**src/rtl/wp_pkg.sv**
```systemverilog
package wp_pkg;
  typedef enum logic [1:0] {
    KS_IDLE = 2'd0,
    KS_GOT1 = 2'd1,
    KS_GOT2 = 2'd2
  } kseq_e;
endpackage

```
**src/rtl/wp_key_fsm.sv**
```systemverilog
module wp_key_fsm #(
  parameter int DATA_W = 32,
  parameter logic [DATA_W-1:0] KEY0 = 'h59,
  parameter logic [DATA_W-1:0] KEY1 = 'h16,
  parameter logic [DATA_W-1:0] KEY2 = 'h88
) (
  input  logic              clk,
  input  logic              rst,
  input  logic              guard_wr,
  input  logic [DATA_W-1:0] wdata,
  output logic              unlocked_q
);
  import wp_pkg::*;

  kseq_e st_q, st_n;
  logic  unl_n;

  always_comb begin
    st_n  = st_q;
    unl_n = unlocked_q;
    if (guard_wr) begin
      if (unlocked_q) begin
        st_n = KS_IDLE;
        if (wdata == '0) unl_n = 1'b0;
      end else begin
        unique case (st_q)
          KS_IDLE: st_n = (wdata == KEY0) ? KS_GOT1 : KS_IDLE;
          KS_GOT1: begin
            if (wdata == KEY1)      st_n = KS_GOT2;
            else if (wdata == KEY0) st_n = KS_GOT1;
            else                    st_n = KS_IDLE;
          end
          KS_GOT2: begin
            if (wdata == KEY2) begin
              st_n  = KS_IDLE;
              unl_n = 1'b1;
            end else if (wdata == KEY0) begin
              st_n = KS_GOT1;
            end else begin
              st_n = KS_IDLE;
            end
          end
          default: st_n = KS_IDLE;
        endcase
      end
    end
  end

  always_ff @(posedge clk) begin
    if (rst) begin
      st_q       <= KS_IDLE;
      unlocked_q <= 1'b0;
    end else begin
      st_q       <= st_n;
      unlocked_q <= unl_n;
    end
  end
endmodule

```
**src/rtl/wp_prot_bank.sv**
```systemverilog
module wp_prot_bank #(
  parameter int ADDR_W    = 4,
  parameter int DATA_W    = 32,
  parameter int NUM_PROT  = 4,
  parameter int PROT_BASE = 4
) (
  input  logic                       clk,
  input  logic                       rst,
  input  logic                       we,
  input  logic [ADDR_W-1:0]          addr,
  input  logic [DATA_W-1:0]          wdata,
  input  logic                       unlocked,
  output logic [NUM_PROT*DATA_W-1:0] regs_flat
);
  for (genvar i = 0; i < NUM_PROT; i++) begin : g_reg
    localparam logic [ADDR_W-1:0] RADDR = ADDR_W'(PROT_BASE + i);
    logic [DATA_W-1:0] val_q;
    always_ff @(posedge clk) begin
      if (rst)                                 val_q <= '0;
      else if (we && unlocked && addr == RADDR) val_q <= wdata;
    end
    assign regs_flat[i*DATA_W +: DATA_W] = val_q;
  end
endmodule

```
**src/rtl/wp_rd_path.sv**
```systemverilog
module wp_rd_path #(
  parameter int ADDR_W    = 4,
  parameter int DATA_W    = 32,
  parameter int NUM_PROT  = 4,
  parameter int PROT_BASE = 4,
  parameter int GUARD_ADR = 0
) (
  input  logic                       clk,
  input  logic                       rst,
  input  logic                       re,
  input  logic [ADDR_W-1:0]          addr,
  input  logic                       unlocked,
  input  logic [NUM_PROT*DATA_W-1:0] regs_flat,
  output logic [DATA_W-1:0]          rdata
);
  logic [DATA_W-1:0] rd_n;

  always_comb begin
    rd_n = '0;
    if (addr == ADDR_W'(GUARD_ADR)) rd_n = {{(DATA_W-1){1'b0}}, unlocked};
    for (int i = 0; i < NUM_PROT; i++) begin
      if (addr == ADDR_W'(PROT_BASE + i)) rd_n = regs_flat[i*DATA_W +: DATA_W];
    end
  end

  always_ff @(posedge clk) begin
    if (rst)     rdata <= '0;
    else if (re) rdata <= rd_n;
  end
endmodule

```
**src/rtl/wp_unlock_ctrl.sv**
```systemverilog
module wp_unlock_ctrl #(
  parameter int ADDR_W    = 4,
  parameter int DATA_W    = 32,
  parameter int NUM_PROT  = 4,
  parameter int PROT_BASE = 4,
  parameter int GUARD_ADR = 0,
  parameter logic [DATA_W-1:0] KEY0 = 'h59,
  parameter logic [DATA_W-1:0] KEY1 = 'h16,
  parameter logic [DATA_W-1:0] KEY2 = 'h88
) (
  input  logic              clk,
  input  logic              rst,
  input  logic [ADDR_W-1:0] bus_addr,
  input  logic [DATA_W-1:0] bus_wdata,
  input  logic              bus_we,
  input  logic              bus_re,
  output logic [DATA_W-1:0] bus_rdata,
  output logic              unlocked_o
);
  localparam int BANK_W = NUM_PROT * DATA_W;

  logic              guard_wr;
  logic [BANK_W-1:0] prot_flat;

  assign guard_wr = bus_we && (bus_addr == ADDR_W'(GUARD_ADR));

  wp_key_fsm #(.DATA_W(DATA_W), .KEY0(KEY0), .KEY1(KEY1), .KEY2(KEY2)) u_fsm (
    .clk(clk), .rst(rst), .guard_wr(guard_wr), .wdata(bus_wdata),
    .unlocked_q(unlocked_o)
  );

  wp_prot_bank #(.ADDR_W(ADDR_W), .DATA_W(DATA_W), .NUM_PROT(NUM_PROT),
                 .PROT_BASE(PROT_BASE)) u_bank (
    .clk(clk), .rst(rst), .we(bus_we), .addr(bus_addr), .wdata(bus_wdata),
    .unlocked(unlocked_o), .regs_flat(prot_flat)
  );

  wp_rd_path #(.ADDR_W(ADDR_W), .DATA_W(DATA_W), .NUM_PROT(NUM_PROT),
               .PROT_BASE(PROT_BASE), .GUARD_ADR(GUARD_ADR)) u_rd (
    .clk(clk), .rst(rst), .re(bus_re), .addr(bus_addr), .unlocked(unlocked_o),
    .regs_flat(prot_flat), .rdata(bus_rdata)
  );
endmodule

```
**config.mk**
```make
export PLATFORM = sky130hd
export DESIGN_NAME = wp_unlock_ctrl
export DESIGN_NICKNAME = d
export VERILOG_FILES = /design/src/rtl/wp_pkg.sv /design/src/rtl/wp_key_fsm.sv /design/src/rtl/wp_prot_bank.sv /design/src/rtl/wp_rd_path.sv /design/src/rtl/wp_unlock_ctrl.sv
export SDC_FILE = /design/constraint.sdc
export NUM_CORES = 1
export LEC_CHECK = 0
export BUFFER_PORTS_ARGS = -buffer_cell sky130_fd_sc_hd__buf_2
export CORE_MARGIN = 2
export CORE_UTILIZATION = 40
export DETAILED_ROUTE_END_ITERATION = 8
export GPL_ROUTABILITY_DRIVEN = 0
export PLACE_DENSITY_LB_ADDON = 0.2
export SLEW_MARGIN = 20
export SYNTH_ARGS = -nofsm -noshare
export SYNTH_HDL_FRONTEND = slang
export SYNTH_HIERARCHICAL = 1
export SYNTH_SLANG_ARGS = --single-unit
```
**constraint.sdc**
```tcl
create_clock -name clk -period 4.9 [get_ports clk]
set_clock_uncertainty 0.1 [all_clocks]
set_input_delay 0.49 -clock clk [delete_from_list [all_inputs] [get_ports clk]]
set_output_delay 0.49 -clock clk [all_outputs]
set_load 0.02 [all_outputs]
```
## Word level (Yosys, flattened, before mapping)

Index checks and enable logic that the tools add are counted.

- Register bits: 163
- Bits in latches: 0
- RAM bits: 0
- ROM bits: 0
- Input bits: 40
- Output and inout port bits: 33
- Logic and storage cells: 39
- Memories: 0

- $add $sub $neg: 0
- $mul: 0
- Divide/modulo/power cells: 0
- Order comparisons: 0
- Eq/ne operators: 9
- Shifts and indexed selects: 0
- Multiplexer cells: 14
- Bitwise logic cells: 0
- Reductions and logical operators: 9

Operators by type and width:

| operator | number |
|---|---|
| $mux 32 | 4 |
| $eq 32x5->1 const B | 1 |
| $eq 32x7->1 const B | 1 |
| $eq 32x8->1 const B | 1 |
| $logic_not 32->1 | 1 |
| $eq 4x3->1 const B | 4 |
| $logic_and 1x1->1 | 6 |
| $mux 1 | 6 |
| $mux 2 | 3 |
| $pmux 2 s3 | 1 |
| $logic_not 4->1 | 1 |
| $eq 2x1->1 const B | 1 |
| $eq 2x2->1 const B | 1 |
| $logic_not 2->1 | 1 |

## Logic depth before layout (Yosys ltp)

- Depth after elaboration: 6
- Mapped depth: 6
- Gate-level depth less buffers: 5

## Cells and area by module

Netlist, hierarchy kept.

Modules (own cells, without submodules):

| module | times used | cells each | area an instance (um^2) | sequential area each (um^2) |
|---|---|---|---|---|
| wp_prot_bank | 1 | 455 | 5114.9 | 2562.5 |
| wp_rd_path | 1 | 221 | 1986.9 | 640.6 |
| wp_key_fsm | 1 | 34 | 267.8 | 60.1 |
| wp_unlock_ctrl | 1 | 2 | 18.8 | 0.0 |

## Worst setup path before layout

Ideal clock, no wire load.

- Path type: input-to-reg
- Start: input bus_wdata[9]
- End: register u_fsm.unlocked_q
- Setup time: 0.117 ns
- Arrival: 1.891 ns
- Data required time: 4.683 ns
- Slack: 2.792 ns
- Cell stages on the path: 4
- Buffers on the path: 0
- Cell sequence: or4_4 > or3_1 > or4_1 > a32o_1

- Word-level cells in the longest chain between the ends: 4
- Elaborated cells on any way between the ends: 6
- Classes of those cells: eq/ne: 1; mux: 4; reduce/logical: 1

Ends and longest elaborated chain:

| item | line | text |
|---|---|---|
| start: declaration | wp_unlock_ctrl.sv:14 | `input logic [DATA_W-1:0] bus_wdata,` |
| $eq 32x8->1 | wp_key_fsm.sv:34 | `if (wdata == KEY2) begin` |
| $mux 1 | wp_key_fsm.sv:34 |  |
| $mux 1 | wp_key_fsm.sv:26 | `unique case (st_q)` |
| $mux 1 * | wp_key_fsm.sv:22 | `if (unlocked_q) begin` |
| end signal: assignment | wp_key_fsm.sv:55 | `unlocked_q <= unl_n;` |
| end: declaration | wp_key_fsm.sv:11 | `output logic unlocked_q` |

Mark *: on every way between the ends. The rest lies on a longest branch, timed or not.
A chain may end at the register's enable or synchronous reset.

## Worst setup path after layout

- Start: register u_fsm.unlocked_q
- End: register u_bank.g_reg[2].val_q[28]

- Word-level cells in the longest chain between the ends: 2

Ends and longest elaborated chain:

| item | line | text |
|---|---|---|
| $logic_and 1x1->1 (2 in series) | wp_prot_bank.sv:20 | `else if (we && unlocked && addr == RADDR) val_q <= wdata;` |
| end signal: assignment | wp_prot_bank.sv:20 |  |
| end: declaration | wp_prot_bank.sv:17 | `logic [DATA_W-1:0] val_q;` |

Every way passes these cells.

==> results_dict.tcl <==
set metrics [dict create \
    via_count 5265 \
    nets 802 \
    finalSetupViolCount 0 \
    drc 0 \
    maxCapViolCount 0 \
    drive_gt1_share_pct 19.9 \
    synthDistinctLibCells 41 \
    ctsResizeCount 0 \
    syn_inst 712 \
    clk_latency_ps 420 \
    ir_drop_mv 0.216 \
    min_from "bus_wdata[4]" \
    tightest_slew_ps 960 \
    grt_max_degree 121 \
    synthesis.area_sq_um 7390 \
    cts_inserted_buffers 17 \
    hold_depth 2 \
    grt-ovfl-total 0 \
    finalCritPeriodShare_pct 46.1 \
    dp_cells 972 \
    synth_nets 752 \
    io_pins 73 \
    max_slew_margin_pct 35.8 \
    synth_top_area_share_pct 44.2 \
    slew_viol_final 0 \
    ys_ff_latch 163 \
    syn_area_per_cell_sq_um 10.4 \
    port_buffers 72 \
    crit_start "u_fsm/unlocked_q" \
    clk_path_buf_depth 2 \
    yosysSeqAreaShare_pct 44.2 \
    die_area_sq_um 19600 \
    layout_common_cells "163 x dfxtp_1, 161 x nand2b_1, 129 x mux2i_1" \
    hold_buffers 0 \
    drt_iter0_markers 253 \
    internal_power_w 0.00216 \
    grt_util_met2_pct 32.1 \
    clock_power_share_pct 46.3 \
    viasPerCell 5.25 \
    layout_commonest_cell "dfxtp_1" \
    use_met3_pct 3.52 \
    p_sw_share_pct 22.4 \
    yosysWarnings 6 \
    hold_path_class "input port to flip-flop" \
    diodes 0 \
    power_w 0.00278 \
    end_kind "flip-flop" \
    die_y_um 140 \
    p_per_area_nw_per_um2 333 \
    dp_hpwl_um 11500 \
    root_buffer "clkbuf_16" \
    fmax_mhz 443 \
    initial_core_util_pct 41.0 \
    cp-start-kind "flip-flop" \
    arrival_ps 2460 \
    htreeDepth 4 \
    timing.hold.ws_ps 268 \
    status "finished, final reports clean" \
    netlist_top_cells_area "dfxtp_1 44%, mux2i_1 17%, nand2b_1 14%" \
    placementRows 49 \
    wirelength_um 18500 \
    synth_top_area_cell "dfxtp_1" \
    finalHoldViolCount 0 \
    finalSetupTns_ps 0 \
    switchingPower_w 0.000625 \
    final_antenna_net_count 0 \
    fin_cells 1002 \
    total_leakage_power_nw 3.69 \
    post-cts-setup-buffers 0 \
    crit_required_ps 5110 \
    cts.reportedPaths.clkPinSlew_ps 60 \
    grt_pass1_vias 5455 \
    drtPass1Iterations 4 \
    pwr-share-comb_pct 5.8 \
    coreArea_sq_um 18000 \
    grt-busiest-layer "met2" \
    layout_min_cycle_time_ps 2260 \
    power_frac_seq_pct 47.9 \
    cts_tree "yes" \
    met1_usage_pct 25.0 \
    r2r_cells 4 \
    grt_pass1_wl_um 29400 \
    reg2reg_from "u_fsm/unlocked_q" \
    die_x_um 140 \
    clock-sinks 163 \
    area_growth_pct 13.1 \
    path_class "flip-flop to flip-flop" \
    rsz0062_at_grt "no" \
    crit_path_max_fanout 21 \
    avgRoutedWirePerCell_um 18.5 \
    antenna_found_initial 0 \
    grt_usage_pct 19.2 \
]
-- flip-flops by register name, indices dropped and copies added (netlist names) --
name / count
u_bank/g.val_q: 128
u_fsm/st_q: 2
u_fsm/unlocked_q: 1
u_rd/rdata: 32
-- synth_stat cells (all sizes together) --
| library cell | count |
|---|---|
| a32o | 1 |
| nor2 | 4 |
| dfxtp | 163 |
| buf | 26 |
| o22ai | 31 |
| nand2b | 162 |
| nand3 | 6 |
| nor2b | 3 |
| nand4b | 3 |
| nor4b | 2 |
| nor4 | 6 |
| a41o | 2 |
| or4 | 3 |
| a211oi | 1 |
| or3 | 2 |
| o21ai | 62 |
| nand3b | 4 |
| nand2 | 36 |
| and2 | 1 |
| nor3b | 2 |
| nor3 | 5 |
| mux2 | 32 |
| clkbuf | 24 |
| mux2i | 129 |
| and4b | 1 |
| o211ai | 1 |
-- worst max-delay path, cell delays in order (launching register included) --
cell and delay [ps]:
dfxtp_1 460, and4b_1 330, nand3b_1 640, buf_12 450, mux2i_1 150
-- per-stage QoR --
step,util (%),worst slack (ps),area [sq um]
after floorplan,-,2790,7390
after detailed placement,43.2,2220,7780
after global routing,46.3,2490,8350
final,46.3,2640,8350
after global placement,43.2,2240,7780
after CTS,46.3,2630,8350
-- cell type report --
cell class / instances / area, sq um
Clock inverter: 9 / 108
Tap cell: 229 / 287
Sequential cell: 163 / 3260
Timing Repair Buffer: 81 / 443
Fill cell: 1731 / 9670
Clock buffer: 21 / 460
Multi-Input combinational cell: 499 / 3790
-- metal layers --
metal	up-vias	part of all wire (%)
met3	21	2.8
met5	-	0
li1	2573	-
met1	2591	47
met2	80	49
met4	0	1.6
-- logic make-up after synthesis --
kind of cell           after synthesis  share of synthesized area, %
and+or+nand+nor                    240                          19.7
AOI/OAI and AO/OA                   98                          7.86
muxes                              161                          23.7
DFF                                163                          44.2
buffers and inverters               50                          4.54
-- path summary, 6_finish.rpt --
check	end	slack [ps]
hold reg to reg	u_rd/rdata[10]	340
setup reg to reg	u_bank/g_reg[2].val_q[28]	2640
setup / recovery	u_bank/g_reg[2].val_q[28]	2640
hold / removal	u_fsm/st_q[0]	270
-- power groups by stage --
stage / Combinational (W) / Sequential [W] / Clock [W]
floorplan: 0.0000969 / 0.00137 / 0
global placement: 0.000159 / 0.00136 / 0
detailed placement: 0.000161 / 0.00136 / 0
CTS: 0.000162 / 0.00133 / 0.00132
global route: 0.000173 / 0.00133 / 0.00137
finish: 0.000161 / 0.00133 / 0.00129
(Power assumes the default switching activity.)
